### config.mk
export PLATFORM = sky130hd
export DESIGN_NAME = spi_baud_gen
export DESIGN_NICKNAME = d
export VERILOG_FILES = /design/src/rtl/spi_baud_pkg.sv /design/src/rtl/spi_baud_cfg_hold.sv /design/src/rtl/spi_baud_range_div.sv /design/src/rtl/spi_baud_prescale.sv /design/src/rtl/spi_baud_edge_gen.sv /design/src/rtl/spi_baud_gen.sv
export SDC_FILE = /design/constraint.sdc
export NUM_CORES = 1
export LEC_CHECK = 0
export ABC_AREA = 1
export CORE_MARGIN = 2
export CORE_UTILIZATION = 55
export CTS_CLUSTER_DIAMETER = 200
export CTS_CLUSTER_SIZE = 28
export DETAILED_ROUTE_END_ITERATION = 6
export PLACE_DENSITY = 0.79
export SETUP_SLACK_MARGIN = 0.05
export SLEW_MARGIN = 30
export SYNTH_ARGS = -nofsm -noshare
export SYNTH_HDL_FRONTEND = slang
export SYNTH_SLANG_ARGS = --single-unit
export TNS_END_PERCENT = 10
### constraint.sdc
create_clock -name clk_i -period 2.5 [get_ports clk_i]
set_input_delay 0.375 -clock clk_i [delete_from_list [all_inputs] [get_ports clk_i]]
set_output_delay 0.375 -clock clk_i [all_outputs]
set_load 0.02 [all_outputs]
### src/rtl/spi_baud_pkg.sv
package spi_baud_pkg;
  localparam int unsigned DEF_PM_W     = 4;
  localparam int unsigned DEF_RANGE_LG = 4;

  typedef struct packed {
    logic range_sel;
    logic cpol;
    logic cpha;
  } baud_mode_t;
endpackage

### src/rtl/spi_baud_cfg_hold.sv
module spi_baud_cfg_hold
  import spi_baud_pkg::*;
#(
  parameter int unsigned PM_W = DEF_PM_W
) (
  input  logic             clk_i,
  input  logic             rst_ni,
  input  logic             active_i,
  input  baud_mode_t       mode_i,
  input  logic [PM_W-1:0]  pm_i,
  output baud_mode_t       mode_o,
  output logic [PM_W-1:0]  pm_o
);
  baud_mode_t      mode_q;
  logic [PM_W-1:0] pm_q;
  logic            past_ok_q;

  // transparent while idle, frozen during a transfer
  always_ff @(posedge clk_i or negedge rst_ni) begin
    if (!rst_ni) begin
      mode_q <= '0;
      pm_q   <= '0;
    end else if (!active_i) begin
      mode_q <= mode_i;
      pm_q   <= pm_i;
    end
  end

  always_ff @(posedge clk_i or negedge rst_ni) begin
    if (!rst_ni) past_ok_q <= 1'b0;
    else         past_ok_q <= 1'b1;
  end

  assign mode_o = mode_q;
  assign pm_o   = pm_q;


  cfg_frozen_chk: assert property (@(posedge clk_i) disable iff (!rst_ni)
    (past_ok_q && active_i && $past(active_i)) |-> ($stable(mode_q) && $stable(pm_q)));
endmodule

### src/rtl/spi_baud_range_div.sv
module spi_baud_range_div
  import spi_baud_pkg::*;
#(
  parameter int unsigned RANGE_LG = DEF_RANGE_LG
) (
  input  logic clk_i,
  input  logic rst_ni,
  input  logic active_i,
  input  logic range_sel_i,
  output logic tick_o
);
  logic half_q;
  logic half_tick;

  always_ff @(posedge clk_i or negedge rst_ni) begin
    if (!rst_ni)        half_q <= 1'b0;
    else if (!active_i) half_q <= 1'b0;
    else                half_q <= ~half_q;
  end

  assign half_tick = active_i & half_q;

  generate
    if (RANGE_LG == 0) begin : g_no_range
      logic unused_sel;
      assign unused_sel = range_sel_i;
      assign tick_o     = half_tick;
    end else begin : g_range
      logic [RANGE_LG-1:0] cnt_q;

      always_ff @(posedge clk_i or negedge rst_ni) begin
        if (!rst_ni)                       cnt_q <= '0;
        else if (!active_i)                cnt_q <= '0;
        else if (half_tick && range_sel_i) cnt_q <= cnt_q + 1'b1;
      end

      assign tick_o = range_sel_i ? (half_tick && (&cnt_q)) : half_tick;


      range_restart_chk: assert property (@(posedge clk_i) disable iff (!rst_ni)
        !active_i |=> (cnt_q == '0 && !half_q));
    end
  endgenerate


  tick_spacing_chk: assert property (@(posedge clk_i) disable iff (!rst_ni)
    tick_o |=> !tick_o);
endmodule

### src/rtl/spi_baud_prescale.sv
module spi_baud_prescale
  import spi_baud_pkg::*;
#(
  parameter int unsigned PM_W = DEF_PM_W
) (
  input  logic            clk_i,
  input  logic            rst_ni,
  input  logic            active_i,
  input  logic            tick_i,
  input  logic [PM_W-1:0] pm_i,
  output logic            tick_o
);
  logic [PM_W-1:0] cnt_q;
  logic            wrap;

  assign wrap   = (cnt_q == pm_i);
  assign tick_o = tick_i & wrap;

  always_ff @(posedge clk_i or negedge rst_ni) begin
    if (!rst_ni)        cnt_q <= '0;
    else if (!active_i) cnt_q <= '0;
    else if (tick_i)    cnt_q <= wrap ? '0 : cnt_q + 1'b1;
  end


  pm_bound_chk: assert property (@(posedge clk_i) disable iff (!rst_ni)
    active_i |-> (cnt_q <= pm_i));
endmodule

### src/rtl/spi_baud_edge_gen.sv
module spi_baud_edge_gen (
  input  logic clk_i,
  input  logic rst_ni,
  input  logic active_i,
  input  logic tick_i,
  input  logic idle_lvl_i,
  input  logic cpol_i,
  input  logic cpha_i,
  output logic sck_o,
  output logic shift_o,
  output logic sample_o
);
  logic sck_q, shift_q, sample_q, past_ok_q;
  logic lead;

  assign lead = (sck_q == cpol_i);

  always_ff @(posedge clk_i or negedge rst_ni) begin
    if (!rst_ni) begin
      sck_q    <= 1'b0;
      shift_q  <= 1'b0;
      sample_q <= 1'b0;
    end else if (!active_i) begin
      sck_q    <= idle_lvl_i;
      shift_q  <= 1'b0;
      sample_q <= 1'b0;
    end else begin
      shift_q  <= 1'b0;
      sample_q <= 1'b0;
      if (tick_i) begin
        sck_q <= ~sck_q;
        // leading edge samples when cpha=0, shifts when cpha=1
        sample_q <= lead ^ cpha_i;
        shift_q  <= ~(lead ^ cpha_i);
      end
    end
  end

  always_ff @(posedge clk_i or negedge rst_ni) begin
    if (!rst_ni) past_ok_q <= 1'b0;
    else         past_ok_q <= 1'b1;
  end

  assign sck_o    = sck_q;
  assign shift_o  = shift_q;
  assign sample_o = sample_q;


  strobe_excl_chk: assert property (@(posedge clk_i) disable iff (!rst_ni)
    !(shift_q && sample_q));


  strobe_on_edge_chk: assert property (@(posedge clk_i) disable iff (!rst_ni)
    (past_ok_q && (shift_q || sample_q)) |-> (sck_q != $past(sck_q)));


  idle_level_chk: assert property (@(posedge clk_i) disable iff (!rst_ni)
    (past_ok_q && !$past(active_i)) |-> (sck_q == $past(idle_lvl_i) && !shift_q && !sample_q));
endmodule

### src/rtl/spi_baud_gen.sv
module spi_baud_gen
  import spi_baud_pkg::*;
#(
  parameter int unsigned PM_W     = DEF_PM_W,
  parameter int unsigned RANGE_LG = DEF_RANGE_LG
) (
  input  logic            clk_i,
  input  logic            rst_ni,
  input  logic            xfer_active_i,
  input  logic            range_sel_i,
  input  logic [PM_W-1:0] prescale_i,
  input  logic            cpol_i,
  input  logic            cpha_i,
  output logic            sck_o,
  output logic            shift_stb_o,
  output logic            sample_stb_o
);
  baud_mode_t      mode_in, mode_l;
  logic [PM_W-1:0] pm_l;
  logic            range_tick, bit_tick;

  assign mode_in = '{range_sel: range_sel_i, cpol: cpol_i, cpha: cpha_i};

  spi_baud_cfg_hold #(.PM_W(PM_W)) u_cfg (
    .clk_i    (clk_i),
    .rst_ni   (rst_ni),
    .active_i (xfer_active_i),
    .mode_i   (mode_in),
    .pm_i     (prescale_i),
    .mode_o   (mode_l),
    .pm_o     (pm_l)
  );

  spi_baud_range_div #(.RANGE_LG(RANGE_LG)) u_range (
    .clk_i       (clk_i),
    .rst_ni      (rst_ni),
    .active_i    (xfer_active_i),
    .range_sel_i (mode_l.range_sel),
    .tick_o      (range_tick)
  );

  spi_baud_prescale #(.PM_W(PM_W)) u_pm (
    .clk_i    (clk_i),
    .rst_ni   (rst_ni),
    .active_i (xfer_active_i),
    .tick_i   (range_tick),
    .pm_i     (pm_l),
    .tick_o   (bit_tick)
  );

  spi_baud_edge_gen u_edge (
    .clk_i      (clk_i),
    .rst_ni     (rst_ni),
    .active_i   (xfer_active_i),
    .tick_i     (bit_tick),
    .idle_lvl_i (cpol_i),
    .cpol_i     (mode_l.cpol),
    .cpha_i     (mode_l.cpha),
    .sck_o      (sck_o),
    .shift_o    (shift_stb_o),
    .sample_o   (sample_stb_o)
  );
endmodule

[Yosys cells after proc, flatten, opt, wreduce, memory -nomap -nowiden]
Cells that the tools add are included.
Word-level totals
  flip-flop bits (word level): 19
  input port bits: 10
  logic and storage cells: 39
Operators by class
  add/subtract/negate cells: 2
  eq/ne operators: 5
  mux-type cells: 13
  bitwise operators: 6
  reductions and logical operators: 3
Operator list (count)
  4-bit two-way mux: 5
  4-bit by 1-bit adder with 4-bit output, second input constant: 2
  1-bit two-way mux: 8
  2-bit by 1-bit inequality test with 1-bit output, second input constant: 3
  4-bit equality test: 1
  4-bit AND reduction: 1
  1-bit NOT: 3
  1-bit AND: 2
  1-bit logical AND: 2
  1-bit equality test: 1
  1-bit bitwise XOR: 1

[Depth between registers and ports, before layout]
Gate-level depths: netlist of the first run.
  depth in word-level cells: 6
  mapped depth: 7
  mapped depth without buffers: 7

[By module]
A second synthesis of the first run with hierarchy kept.
Unflattened totals
  cells, all modules: 123
  area, all modules: 974.7 µm²
Modules (own cells, without submodules)
  spi_baud_prescale: instances 1, cells each 47, area each 301.5 µm²
  spi_baud_cfg_hold: instances 1, cells each 30, area each 269.0 µm²
  spi_baud_range_div: instances 1, cells each 28, area each 247.7 µm²
  spi_baud_edge_gen: instances 1, cells each 18, area each 156.4 µm²

[Worst setup path before layout of the first run]
OpenSTA, ideal clock, no wires.
  kind: reg-to-reg
  from: reg u_range.g_range.cnt_q[0]
  to: reg u_edge.sck_q (netlist: u_edge.sck_o)
  library setup time: 118 ps
  arrival: 1044 ps
  path slack: 1338 ps
  cell stages (with the launch flop): 7
  path buffers: 0
  path through: dfrtp_1 ha_1 nand3_2 a21oi_4 nand3_2 nand2_1 nand2_1
Between the ends
  word-level cells in the longest chain between the ends: 5
RTL lines
  start: declaration: line spi_baud_range_div.sv:29  | logic [RANGE_LG-1:0] cnt_q;
  start signal: assignment: line spi_baud_range_div.sv:34  | else if (half_tick && range_sel_i) cnt_q <= cnt_q + 1'b1;
  4-bit AND reduction: line spi_baud_range_div.sv:37  | assign tick_o = range_sel_i ? (half_tick && (&cnt_q)) : half_tick;
  1-bit logical AND: line spi_baud_range_div.sv:37
  1-bit two-way mux: line spi_baud_range_div.sv:37
  1-bit AND: line spi_baud_prescale.sv:17  | assign tick_o = tick_i & wrap;
  2-bit by 1-bit inequality test with 1-bit output (no source line)
  end signal: assignment: line spi_baud_edge_gen.sv:24  | sck_q <= idle_lvl_i;
  end signal: assignment: line spi_baud_edge_gen.sv:31  | sck_q <= ~sck_q;
  end: declaration: line spi_baud_edge_gen.sv:13  | logic sck_q, shift_q, sample_q, past_ok_q;
Every way passes these cells.
A chain may end at the register's enable or synchronous reset.

[Final worst setup path of the first run]
  from: reg u_edge.sck_q (netlist: u_edge.sck_o)
  to: out sck_o
RTL lines
  end: declaration: line spi_baud_gen.sv:14  | output logic sck_o,
No word-level cell between the ends.

==> results of run 1 <==
## routing by layer
layer / share of wire [%] / up-vias / wire, µm / track usage, %
li1: - / 382 / - / -
met1: 47 / 342 / 774 / 23.99
met2: 48 / 12 / 804 / 31.55
met3: 3.3 / 4 / 54 / 3.571
met4: 1.4 / 0 / 24 / 8.824
met5: 0 / - / 0 / 0
## power by group through the flow
stage               clock (mW)  sequential, mW  combinational (mW)
floorplan                    0           0.342              0.0528
global placement             0           0.342              0.0837
detailed placement           0           0.343              0.0862
CTS                      0.157           0.337              0.0867
global route             0.168           0.339              0.0979
finish                   0.155           0.337              0.0859
## layout make-up
type                            count  area [µm²]
Clock buffer                        4       26.28
Fill cell                         143       569.3
Inverter                           13       48.80
Multi-Input combinational cell     77       409.1
Sequential cell                    19       475.5
Tap cell                           17       21.27
Timing Repair Buffer               12       120.1
## registers in the layout, summed over array words and instances (netlist names)
name                   flops
u_cfg.mode_o               3
u_pm.cnt_q                 4
u_edge.sck_o               1
u_edge.sample_o            1
u_edge.shift_o             1
u_range.half_q             1
u_cfg.pm_o                 4
u_range.g_range.cnt_q      4
## cells by family after synthesis
group                      synth area share [%]
adders and majority gates                 2.635
DFF                                       50.07
xor gates and xnor gates                  4.612
and+or+nand+nor                           28.33
buffers and inverters                     6.850
AOI/OAI and AO/OA                         7.510
## final timing paths
check | to | depth (start not counted)
max | sck_o | 1
min | u_range.half_q$_DFF_PN0_ | 1
max reg2reg | u_pm.cnt_q[2]$_DFFE_PN0P_ | 6
min reg2reg | u_range.half_q$_DFF_PN0_ | 1
max in group asynchronous | u_pm.cnt_q[1]$_DFFE_PN0P_ | 1
min in group asynchronous | u_range.g_range.cnt_q[3]$_DFFE_PN0P_ | 1
## through the flow
stage	instances	setup WS (ps)	hold WS [ps]	cell area (µm²)	util, %
after floorplan	111	1338	79.41	949.7	-
after global placement	138	716.2	449.3	1075	64.34
after detailed placement	138	619.7	445.9	1075	64.34
after CTS	142	798.7	461.1	1101	65.92
after global routing	142	757.5	486.5	1101	65.92
final	142	810.9	459.7	1101	65.92
## synth_stat cells
cell     count  share of area (%)
nor2_2       1               0.66
nor2_1       4                1.6
a21oi_4      1                1.7
nand3_2      2                2.1
buf_6        1                1.2
inv_2        1               0.39
ha_1         2                2.6
buf_2        1               0.53
nand4_1      6                4.0
dfrtp_1     19                 50
nand2_2      3                2.0
nand3_1      2                1.1
xnor2_1      2                1.8
o21ai_0      8                4.2
nand2_1     40                 16
inv_1       12                4.7
nor2_4       1                1.2
a21oi_1      1               0.53
a32o_1       1                1.1
xor2_1       3                2.8
## cell usage in the layout, fill, tap and decap left out, types with 2 or more instances in the layout
cell type,synthesis,final
nand2_1,40,40
nand3_1,2,2
nand3_2,2,2
clkbuf_4,0,3
xor2_1,3,3
xnor2_1,2,2
nand4_1,6,6
inv_1,12,12
clkdlybuf4s50_1,0,12
ha_1,2,2
dfrtp_1,19,19
o21ai_0,8,8
nand2_2,3,3
nor2_1,4,4
==> results by group, run 1 <==
CTS
  – Root buffer cell: clkbuf_4
  – # Post-CTS Setup Buffers: 0
  – Resized cells post-CTS: 0
  – Longest Clk Path Bufs: 2
  – Reg clk slew, reported paths: 110 ps
  – H-tree depth: 1
  – Worst skew pair latency: 290 ps
  – Clock Sinks: 19
  – Hold-fix buffers, CTS: 0
  – TritonCTS clock tree: done
  – CTS buffer count: 3

Synthesis
  – Cell variety after synth: 20
  – Syn_area_per_cell: 8.556 µm²
  – Syn Std Cell Area: 949.7 µm²
  – Sequential share of the synthesized area: 50.07%
  – Synthesis Warnings: 0
  – Syn_nets: 123
  – Synthesized flop and latch total: 19
  – Syn Inst Count: 111

Die
  – Die height: 45.56 µm
  – Die Wd: 45.56 µm
  – Initial Util: 56.85%
  – Core region area: 1670 µm²
  – Boundary Pins: 13
  – FP Rows: 15
  – Die area: 2075 µm²

Critical path
  – Slowest cell on the critical path: clkdlybuf4s50_1
  – Crit path cell chain: clkdlybuf4s50_1
  – Critical path required time: 2120 ps
  – Register-to-Register Setup Slack: 1160 ps
  – Worst path bufs/invs: 1
  – Reg-to-Reg Start: u_range.g_range.cnt_q[0]$_DFFE_PN0P_
  – CP arrival: 1310 ps
  – CP endpoint kind: output pin
  – CP max FO: 3
  – Setup CP Type: reg -> out
  – Startpoint Class: flop
  – Largest delay share family, worst path: buffers and inverters
  – Slowest stage delay, CP: 620 ps
  – CP startpoint: u_edge.sck_o$_DFFE_PN0P_

Pwr
  – Part of the power in the clock network: 26.8%
  – Worst-case vdd ir drop: 0.4704 mV
  – Pint: 0.4217 mW
  – Total power: 0.5771 mW
  – Pleak: 0.5575 nW
  – Sw power: 0.1554 mW
  – Comb power frac: 14.9%
  – Power density over the cells: 524.1 nW/µm²
  – Sequential Power Share: 58.3%
  – Switching Fraction: 26.93%

Route
  – Vias post-DR: 740
  – Drt drc: 0
  – Post-Route WL: 1658 µm
  – WL per Instance: 11.68 µm
  – Vias per cell: 5.211
  – Number of iterations in the first detailed-routing pass: 4
  – Post-route ant nets: 0
  – Initial DRC Count: 8

Outcome
  – Outcome: completed

Timing
  – Clock period minus worst slack: 1689 ps
  – Max-slew violation count: 0
  – Hold Vio Cnt, Final: 0
  – Slew @ Worst Pin: 814.3 ps
  – Clock Skew: 3.365 ps
  – Achievable Freq: 592.0 MHz
  – Final TNS setup: 0 ps
  – Setup violators final: 0
  – RSZ-0062 raised after global routing: no
  – Period utilisation layout: 67.56%
  – Rel. slew slack: 45.54%

Min path
  – Hold Startpoint: u_range.half_q$_DFF_PN0_
  – Hold Crit Class: reg -> reg

Final layout
  – Fin nets: 138
  – Inserted Diodes: 0
  – Layout cells sized above 1: 9.600%
  – Area grow syn2layout: 15.94%

Place
  – GP Congestion: 0.7733
  – HPWL after detailed placement: 1264 µm
  – I/O Buffers: 12

GRT
  – Total track usage: 19.12%
  – Total grt overflow: 0
  – Largest net degree at the start of global routing: 20
  – Initial antenna violation count: 0
  – First-pass GRT wire length: 2822 µm
  – Number of global-route vias before repair: 715

Run
  – Max cap viols: 0
Note: power is estimated with default switching activity, not from simulation.
==> inputs of run 2 (changes only) <==
--- a/config.mk
+++ b/config.mk
@@ -7,11 +7,11 @@
 export LEC_CHECK = 0
 export ABC_AREA = 1
 export CORE_MARGIN = 2
-export CORE_UTILIZATION = 55
+export CORE_UTILIZATION = 52
 export CTS_CLUSTER_DIAMETER = 200
 export CTS_CLUSTER_SIZE = 28
 export DETAILED_ROUTE_END_ITERATION = 6
-export PLACE_DENSITY = 0.79
+export PLACE_DENSITY = 0.75
 export SETUP_SLACK_MARGIN = 0.05
 export SLEW_MARGIN = 30
 export SYNTH_ARGS = -nofsm -noshare
==> constraint.sdc (replaced) <==
create_clock -name clk_i -period 1.61 [get_ports clk_i]
set_input_delay 0.2415 -clock clk_i [delete_from_list [all_inputs] [get_ports clk_i]]
set_output_delay 0.2415 -clock clk_i [all_outputs]
set_load 0.02 [all_outputs]
==> run 2 against run 1 <==
Against the previous run:
- cell area increased by 3.3%
- clock skew fell by 2.2 ps
- die area is 5.2% higher
- largest power group unchanged
- hold slack lost 190 ps
- global-route usage rose by 0.31 points
- non-clock buffer count increased by 3
==> results by group, run 2 (synthesis results as in run 1) <==
Pwr
  – Pleak: 0.5856 nW
  – Power density over the cells: 793.5 nW/µm²
  – Pint: 0.6550 mW
  – Sw power: 0.2475 mW
  – Comb power frac: 15.3%
  – Sequential Power Share: 57.9%
  – Part of the power in the clock network: 26.7%
  – Switching Fraction: 27.42%
  – Worst-case vdd ir drop: 0.5414 mV

GRT
  – Largest net degree at the start of global routing: 20
  – Total track usage: 19.44%
  – Total grt overflow: 0
  – First-pass GRT wire length: 2925 µm
  – Number of global-route vias before repair: 726
  – Initial antenna violation count: 0

Place
  – GP Congestion: 0.8000
  – HPWL after detailed placement: 1259 µm
  – Dpl cell area: 1107 µm²
  – I/O Buffers: 12

Die
  – FP Rows: 15
  – Die area: 2184 µm²
  – Initial Util: 55.00%
  – Die height: 46.74 µm
  – Core region area: 1727 µm²
  – Die Wd: 46.74 µm
  – Boundary Pins: 13

Critical path
  – CP arrival: 1230 ps
  – Largest delay share family, worst path: buffers and inverters
  – Critical path required time: 1370 ps
  – Slowest stage delay, CP: 590 ps
  – Setup CP Type: reg -> out
  – CP max FO: 1
  – CP endpoint kind: output pin
  – Worst path bufs/invs: 1
  – Slowest cell on the critical path: clkdlybuf4s50_1
  – Startpoint Class: flop
  – Crit path cell chain: clkdlybuf4s50_1

CTS
  – # Post-CTS Setup Buffers: 0
  – Root buffer cell: clkbuf_4
  – Longest Clk Path Bufs: 2
  – Clock Sinks: 19
  – Hold-fix buffers, CTS: 0
  – H-tree depth: 1
  – Worst skew pair latency: 300 ps
  – CTS buffer count: 3
  – TritonCTS clock tree: done
  – Reg clk slew, reported paths: 110 ps
  – Resized cells post-CTS: 0

Route
  – Vias post-DR: 764
  – WL per Instance: 11.04 µm
  – Post-route ant nets: 0
  – Drt drc: 0
  – Initial DRC Count: 11
  – Number of iterations in the first detailed-routing pass: 4
  – Vias per cell: 4.993
  – Post-Route WL: 1689 µm

Final layout
  – Commonest non-fill, non-tap cell in the layout: nand2_1
  – Fin nets: 141
  – Fin area: 1137 µm²
  – Inserted Diodes: 0
  – Area grow syn2layout: 19.76%
  – Most frequent cells in the layout: nand2_1 (40), dfrtp_1 (19), inv_1 (12)
  – Layout cells sized above 1: 12.50%

Outcome
  – Outcome: completed

Timing
  – RSZ-0062 raised after global routing: no
  – Rel. slew slack: 79.53%
  – Clock period minus worst slack: 1471 ps
  – Achievable Freq: 679.6 MHz
  – Slew @ Worst Pin: 307.1 ps
  – Final TNS setup: 0 ps
  – Max-slew violation count: 0
  – Hold Vio Cnt, Final: 0
  – Setup violators final: 0
  – Clock Skew: 1.180 ps
  – Period utilisation layout: 91.39%

Min path
  – Hold Crit Class: in -> async

Run
  – Max cap viols: 0
-- run 2: cell types whose count changed in the layout (fill, tap and decap cells not counted), sizes merged --
cell / change
dlymetal6s2s: +1
clkinv: +1
buf: +3
clkbuf: -1
clkdlybuf4s50: -1
-- run 2: cell type report --
type / count / area (µm²)
fillers: 163 / 589.3
flip-flops and latches: 19 / 475.5
multi-input cells: 77 / 409.1
repair buffers: 15 / 145.1
inverters: 13 / 48.80
well taps: 25 / 31.28
clock buffers: 3 / 22.52
clock inverters: 1 / 5.005
-- run 2: layer usage --
metal / wire length, µm / vias to the layer above / share of wire [%] / GRT usage [%]
met5: 0 / - / 0 / 0
met4: 43 / 0 / 2.5 / 11.67
met2: 782 / 13 / 46 / 31.39
li1: - / 388 / - / -
met3: 55 / 5 / 3.3 / 2.308
met1: 807 / 358 / 48 / 25.25
-- run 2: path summary, 6_finish.rpt --
check | endpoint | start | slack, ps | cells past startpoint
worst max register to register | u_pm.cnt_q[2]$_DFFE_PN0P_ | u_range.g_range.cnt_q[0]$_DFFE_PN0P_ | 270 | 6
worst min register to register | u_range.half_q$_DFF_PN0_ | u_range.half_q$_DFF_PN0_ | 460 | 1
max in group asynchronous | u_cfg.pm_o[1]$_DFFE_PN0N_ | rst_ni | 1150 | 2
worst min-delay path | u_pm.cnt_q[1]$_DFFE_PN0P_ | rst_ni | 260 | 2
min in group clk_i | u_range.half_q$_DFF_PN0_ | u_range.half_q$_DFF_PN0_ | 460 | 1
worst max-delay path | sample_stb_o | u_edge.sample_o$_DFF_PN0_ | 140 | 1
-- run 2: through the flow --
| step | setup WS (ps) | hold WS, ps | cells | power (mW) | utilization, % |
|---|---|---|---|---|---|
| final | 138.6 | 264.9 | 153 | 0.9025 | 65.87 |
| after global routing | 91.77 | 296.0 | 153 | 0.9452 | 65.87 |
| after CTS | 50.58 | 275.4 | 153 | 0.9096 | 65.72 |
| after detailed placement | 68.48 | 445.9 | 149 | 0.6732 | 64.13 |
| after global placement | 106.7 | 454.8 | 149 | 0.6689 | 64.13 |
| after floorplan | 448.0 | -54.09 | 111 | 0.6136 | - |
-- run 2: power groups by stage --
stage          Sequential (mW)  Combinational, mW  Clock (mW)
2_1_floorplan            0.532             0.0820           0
4_1_cts                  0.523              0.141       0.245
5_1_grt                  0.526              0.158       0.261
6_report                 0.523              0.139       0.241
3_5_place_dp             0.533              0.141           0
3_3_place_gp             0.532              0.137           0
